**config.mk**
```make
export PLATFORM = sky130hd
export DESIGN_NAME = tick_timer
export DESIGN_NICKNAME = d
export VERILOG_FILES = /design/src/rtl/tt_pkg.sv /design/src/rtl/tt_cmp.sv /design/src/rtl/tt_mode_reg.sv /design/src/rtl/tt_counter.sv /design/src/rtl/tt_rd_port.sv /design/src/rtl/tick_timer.sv
export SDC_FILE = /design/constraint.sdc
export NUM_CORES = 1
export LEC_CHECK = 0
export BUFFER_PORTS_ARGS = -buffer_cell sky130_fd_sc_hd__buf_2
export CAP_MARGIN = 20
export CELL_PAD_IN_SITES_DETAIL_PLACEMENT = 1
export CELL_PAD_IN_SITES_GLOBAL_PLACEMENT = 2
export CORE_MARGIN = 2
export CORE_UTILIZATION = 30
export CTS_CLUSTER_DIAMETER = 80
export DETAILED_ROUTE_END_ITERATION = 6
export PLACE_DENSITY = 0.76
export SKIP_CTS_REPAIR_TIMING = 1
export SLEW_MARGIN = 0
export SYNTH_ARGS = -nofsm -noshare
export SYNTH_HDL_FRONTEND = slang
export SYNTH_SLANG_ARGS = --single-unit
```
**constraint.sdc**
```tcl
create_clock -name clk -period 4.8 [get_ports clk]
set_clock_uncertainty 0.15 [all_clocks]
set_input_delay 0.72 -clock clk [delete_from_list [all_inputs] [get_ports clk]]
set_output_delay 0.72 -clock clk [all_outputs]
set_load 0.05 [all_outputs]
```
**src/rtl/tt_pkg.sv**
```systemverilog
package tt_pkg;
    typedef enum logic [1:0] {
        TT_OFF  = 2'd0,
        TT_WRAP = 2'd1,
        TT_HALT = 2'd2,
        TT_FREE = 2'd3
    } tt_mode_e;

    localparam int MODE_W = 2;
    localparam int FLAG_W = 2;
endpackage

```
**src/rtl/tt_cmp.sv**
```systemverilog
module tt_cmp #(
    parameter int PER_W = 28
) (
    input  logic [PER_W-1:0] cnt_low,
    input  logic [PER_W-1:0] period,
    input  tt_pkg::tt_mode_e mode,
    output logic             match
);
    always_comb begin
        match = (mode != tt_pkg::TT_OFF) && (cnt_low == period);
    end
endmodule

```
**src/rtl/tt_mode_reg.sv**
```systemverilog
module tt_mode_reg #(
    parameter int PER_W = 28
) (
    input  logic             clk,
    input  logic             rst_n,
    input  logic             wr,
    input  logic [PER_W+3:0] wdata,
    input  logic             match,
    output tt_pkg::tt_mode_e mode,
    output logic             ie,
    output logic             pend,
    output logic [PER_W-1:0] period,
    output logic             start_req,
    output logic             stop_req
);
    localparam int PEND_B = PER_W;
    localparam int IE_B   = PER_W + 1;
    localparam int MODE_L = PER_W + 2;

    typedef struct packed {
        tt_pkg::tt_mode_e mode;
        logic             ie;
        logic             pend;
        logic [PER_W-1:0] period;
    } ctl_t;

    ctl_t ctl_d, ctl_q;
    tt_pkg::tt_mode_e new_mode;
    logic hw_set;
    logic changed;

    always_comb begin
        new_mode  = tt_pkg::tt_mode_e'(wdata[MODE_L +: tt_pkg::MODE_W]);
        hw_set    = match && ctl_q.ie;
        changed   = wr && (new_mode != ctl_q.mode);
        start_req = changed && (new_mode != tt_pkg::TT_OFF);
        stop_req  = changed && (new_mode == tt_pkg::TT_OFF);
        ctl_d     = ctl_q;
        ctl_d.pend = ctl_q.pend | hw_set;
        if (wr) begin
            ctl_d.mode   = new_mode;
            ctl_d.ie     = wdata[IE_B];
            ctl_d.period = wdata[PER_W-1:0];
            if (!wdata[PEND_B]) begin
                ctl_d.pend = 1'b0;
            end
        end
    end

    always_ff @(posedge clk or negedge rst_n) begin
        if (!rst_n) begin
            ctl_q <= '0;
        end else begin
            ctl_q <= ctl_d;
        end
    end

    assign mode   = ctl_q.mode;
    assign ie     = ctl_q.ie;
    assign pend   = ctl_q.pend;
    assign period = ctl_q.period;
endmodule

```
**src/rtl/tt_counter.sv**
```systemverilog
module tt_counter #(
    parameter int DATA_W = 32
) (
    input  logic              clk,
    input  logic              rst_n,
    input  logic              load,
    input  logic [DATA_W-1:0] load_val,
    input  logic              start_req,
    input  logic              stop_req,
    input  logic              match,
    input  tt_pkg::tt_mode_e  mode,
    output logic [DATA_W-1:0] cnt,
    output logic              run
);
    typedef struct packed {
        logic [DATA_W-1:0] cnt;
        logic              run;
    } ctr_t;

    ctr_t ctr_d, ctr_q;

    always_comb begin
        ctr_d = ctr_q;
        if (ctr_q.run) begin
            if (match && mode == tt_pkg::TT_WRAP) begin
                ctr_d.cnt = '0;
            end else if (match && mode == tt_pkg::TT_HALT) begin
                ctr_d.run = 1'b0;
            end else begin
                ctr_d.cnt = ctr_q.cnt + 1'b1;
            end
        end
        if (load) begin
            ctr_d.cnt = load_val;
        end
        if (start_req) begin
            ctr_d.run = 1'b1;
        end else if (stop_req) begin
            ctr_d.run = 1'b0;
        end
    end

    always_ff @(posedge clk or negedge rst_n) begin
        if (!rst_n) begin
            ctr_q <= '0;
        end else begin
            ctr_q <= ctr_d;
        end
    end

    assign cnt = ctr_q.cnt;
    assign run = ctr_q.run;
endmodule

```
**src/rtl/tt_rd_port.sv**
```systemverilog
module tt_rd_port #(
    parameter int DATA_W = 32
) (
    input  logic              clk,
    input  logic              rst_n,
    input  logic              rd,
    input  logic              sel,
    input  logic [DATA_W-1:0] ctl_word,
    input  logic [DATA_W-1:0] cnt,
    output logic              rsp_vld,
    output logic [DATA_W-1:0] rsp_data
);
    typedef struct packed {
        logic              vld;
        logic [DATA_W-1:0] data;
    } rsp_t;

    rsp_t rsp_d, rsp_q;

    always_comb begin
        rsp_d     = rsp_q;
        rsp_d.vld = rd;
        if (rd) begin
            rsp_d.data = sel ? cnt : ctl_word;
        end
    end

    always_ff @(posedge clk or negedge rst_n) begin
        if (!rst_n) begin
            rsp_q <= '0;
        end else begin
            rsp_q <= rsp_d;
        end
    end

    assign rsp_vld  = rsp_q.vld;
    assign rsp_data = rsp_q.data;
endmodule

```
**src/rtl/tick_timer.sv**
```systemverilog
module tick_timer #(
    parameter int DATA_W = 32
) (
    input  logic              clk,
    input  logic              rst_n,
    input  logic              acc_vld,
    input  logic              acc_wr,
    input  logic              acc_sel,
    input  logic [DATA_W-1:0] acc_wdata,
    output logic              rsp_vld,
    output logic [DATA_W-1:0] rsp_data,
    output logic              timer_irq
);
    localparam int PER_W = DATA_W - tt_pkg::MODE_W - tt_pkg::FLAG_W;

    logic              ctl_wr, cnt_wr, rd_req;
    logic              match, ie, pend, start_req, stop_req, run_q;
    logic [PER_W-1:0]  period;
    logic [DATA_W-1:0] cnt_q, ctl_word;
    tt_pkg::tt_mode_e  mode_q;

    always_comb begin
        ctl_wr   = acc_vld && acc_wr && !acc_sel;
        cnt_wr   = acc_vld && acc_wr && acc_sel;
        rd_req   = acc_vld && !acc_wr;
        ctl_word = {mode_q, ie, pend, period};
    end

    tt_cmp #(.PER_W(PER_W)) cmp_i (
        .cnt_low(cnt_q[PER_W-1:0]),
        .period (period),
        .mode   (mode_q),
        .match  (match)
    );

    tt_mode_reg #(.PER_W(PER_W)) ctl_i (
        .clk      (clk),
        .rst_n    (rst_n),
        .wr       (ctl_wr),
        .wdata    (acc_wdata),
        .match    (match),
        .mode     (mode_q),
        .ie       (ie),
        .pend     (pend),
        .period   (period),
        .start_req(start_req),
        .stop_req (stop_req)
    );

    tt_counter #(.DATA_W(DATA_W)) ctr_i (
        .clk      (clk),
        .rst_n    (rst_n),
        .load     (cnt_wr),
        .load_val (acc_wdata),
        .start_req(start_req),
        .stop_req (stop_req),
        .match    (match),
        .mode     (mode_q),
        .cnt      (cnt_q),
        .run      (run_q)
    );

    tt_rd_port #(.DATA_W(DATA_W)) rdp_i (
        .clk     (clk),
        .rst_n   (rst_n),
        .rd      (rd_req),
        .sel     (acc_sel),
        .ctl_word(ctl_word),
        .cnt     (cnt_q),
        .rsp_vld (rsp_vld),
        .rsp_data(rsp_data)
    );

    assign timer_irq = pend;
endmodule

```
==> summary.md <==
| Metric | Value |
|---|---|
| Max-slew violation count | `0` |
| RSZ-0062 raised after global routing | `no` |
| Initial antenna violation count | `0` |
| Synth async-reset ratio | `1.00` |
| Area grow syn2layout | `14.8%` |
| Multi-input gate area | `0.00267 mm^2` |
| Die Width | `138 um` |
| Die area | `0.0191 mm^2` |
| Synth cell types | `51` |
| Yosys top cell area share | `0.454` |
| # IOs | `71` |
| Cell area after synthesis | `0.00540 mm^2` |
| Crit path launch type | `register` |
| Final Cell Area | `0.00620 mm^2` |
| Pwr Total | `3.36 mW` |
| Sequential Area | `around 0.0025 mm^2` |
| CP Cell Sequence | `xnor2_1 -> nand4_1 -> nor4_4 -> a31o_2 -> and2_1 -> o21ai_0` |
| Critical-path top delay cell | `a31o_2` |
| Static Leak | `2.70 nW` |
| Max incr delay on CP | `0.73 ns` |
| Min Tclk post-route | `2.97 ns` |
| Vias in the first global route | `4614` |
| Crit path max fanout | `30` |
| Worst slew pin tran | `around 0.98 ns` |
| Core box area | `about 0.018 mm^2` |
| Clk root buf | `clkbuf_16` |
| Port bufs | `70` |
| Num CTS Buffers | `9` |
| Max Cap Violations | `0` |
| Setup Total Neg Slack | `0 ns` |
| DR vias | `4449` |
| All-Layer GR Usage | `0.168` |
| Site Rows | `49` |
| Seq/Total Area, Yosys | `0.454` |
| Post-Synthesis Net Count | `~600` |
| Drt initial violations | `between 200 and 300` |
| Worst skew pair latency | `approximately 0.36 ns` |
| EDFF count, synth | `0` |
| GRT Residual Overflow | `0` |
| Placed cell areas | `between 0.005 and 0.006 mm^2` |
| Worst vdd ir | `165 uV` |
| Clk buf depth | `2` |
| Ranking of synthesized cells by area | `dfrtp_1, mux2_2, mux2i_1` |
| Clock sink total | `98` |
| DR vias/cell | `5.30` |
| Pre-antenna DRT Iters | `6` |
| Worst-path clk slew | `0.07 ns` |
| Synth Area per Inst | `about 9.6 um^2` |
| Synth Register Bits | `just under 100` |
| Req. time, crit path | `4.88 ns` |
| Commonest non-fill, non-tap cells in the layout | `dfrtp_1, buf_2, nand2_1` |
| Ys flop type | `dfrtp_1` |
| Final setup violating endpoints | `0` |
| Most common cell after layout, fill and taps aside | `dfrtp_1` |
| Critical path start-end classification | `register to register` |
| Fillers | `2043` |
| Placed Cells | `just over 800` |
| CTS tree | `built` |
| Fin Hold WS | `~0.32 ns` |
| YS warnings | `0` |
| DRT antenna net count | `0` |
| Antenna cells | `0` |
| DRC viols | `0` |
| Fmax achieved | `337 MHz` |
| Power per cell area | `543 mW/mm^2` |
| Final Hold Viols | `0` |
| First-pass GRT wire length | `25700 um` |
| Pin count of the biggest net entering global routing | `67` |
| Finished Layout Cells | `839` |
| Share of cells above drive strength 1 | `0.216` |
| Cell count after synthesis | `563` |
| Final-stage net count | `643` |
| DP Wirelength | `between 10000 and 15000 um` |
| Starting Density | `0.304` |
| Status | `finished, final reports clean` |
| Cell taking the most area after synthesis | `dfrtp_1` |
| Final Cycle Share | `0.619` |
| Final GP Congestion | `roughly 0.82` |
| Routed wire per std cell | `18.7 um` |
| Htree depth | `3` |
| WP data arrival | `~3.1 ns` |
| Die height | `138 um` |
| Worst Hold Class | `input pin to async pin` |
| Final wirelength | `15700 um` |
| Worst slew margin | `0.344` |
| CP endpoint kind | `register` |
-- worst paths after layout --
path | slack (ns) | start | endpoint | cells past startpoint
worst min-delay path | 0.32 | rst_n | rdp_i.rsp_data[25]$_DFFE_PN0P_ | 1
max in group asynchronous | 3.21 | rst_n | ctr_i.cnt[13]$_DFFE_PN0P_ | 2
worst min register to register | 0.32 | rdp_i.rsp_data[24]$_DFFE_PN0P_ | rdp_i.rsp_data[24]$_DFFE_PN0P_ | 2
worst max-delay path | 1.83 | ctr_i.cnt[6]$_DFFE_PN0P_ | ctr_i.cnt[1]$_DFFE_PN0P_ | 6
min in group clk | 0.32 | rdp_i.rsp_data[24]$_DFFE_PN0P_ | rdp_i.rsp_data[24]$_DFFE_PN0P_ | 2
worst max register to register | 1.83 | ctr_i.cnt[6]$_DFFE_PN0P_ | ctr_i.cnt[1]$_DFFE_PN0P_ | 6
-- per-layer routing --
layer / track usage / wire length [um]
met2: 0.276 / 7480
met4: 0.0682 / 356
met5: 0 / 0
met1: 0.222 / 7450
met3: 0.0246 / 435
-- Yosys cell counts (5+ instances only) --
| cell | count |
|---|---|
| xnor2_1 | 28 |
| nand2_1 | 67 |
| a22oi_1 | 7 |
| a21oi_1 | 5 |
| mux2_2 | 30 |
| and2_1 | 10 |
| dfrtp_1 | 98 |
| clkbuf_1 | 25 |
| nand4_1 | 20 |
| nor3_1 | 8 |
| a32oi_1 | 16 |
| and3_1 | 7 |
| inv_1 | 19 |
| buf_2 | 16 |
| mux2i_1 | 32 |
| o21ai_0 | 53 |
| nor2_1 | 26 |
| nand3_1 | 35 |
-- logic make-up (layout without fill, tap and decap cells) --
| kind of cell | count (synthesis) | after routing | synth area share |
|---|---|---|---|
| AOI/OAI and AO/OA | 113 | 113 | 0.138 |
| xor gates and xnor gates | 29 | 29 | 0.0470 |
| adders and majority gates | 1 | 1 | 0.00232 |
| buffers and inverters | 66 | 113 | 0.0521 |
| DFF | 98 | 98 | 0.454 |
| muxes | 62 | 62 | 0.122 |
| and+or+nand+nor | 194 | 194 | 0.185 |
-- power by group --
part	switching, mW	internal, mW
logic	0.797	0.432
registers	0.333	1.06
clock network	0.334	0.403
-- registers in the layout (all words and copies together), names as in the netlist --
signal          count
ctr_i.cnt          32
ctl_i.mode          2
rdp_i.rsp_data     32
ctr_i.run           1
ctl_i.pend          1
rdp_i.rsp_vld       1
ctl_i.period       28
ctl_i.ie            1
-- per-stage QoR --
stage,setup slack (ns),util
3_3_place_gp,1.71,0.331
5_1_grt,1.64,0.349
2_1_floorplan,2.55,-
3_5_place_dp,1.66,0.331
4_1_cts,1.83,0.347
6_report,1.83,0.349
-- worst max-delay path, delay by kind of cell, from the launching register on --
kind	cells	cell delay, ns
AO/OA/AOI/OAI	2	0.87
XOR/XNOR	1	0.29
flip-flops	1	0.49
AND/OR/NAND/NOR	3	1.04
-- final cells by class --
class,instances,area share
flip-flops and latches,98,0.396
clock inverters,5,0.00888
well taps,229,0.0462
repair buffers,78,0.0698
clock buffers,11,0.0375
multi-input cells,399,0.430
inverters,19,0.0115
Power figures use the tool's default switching activity.
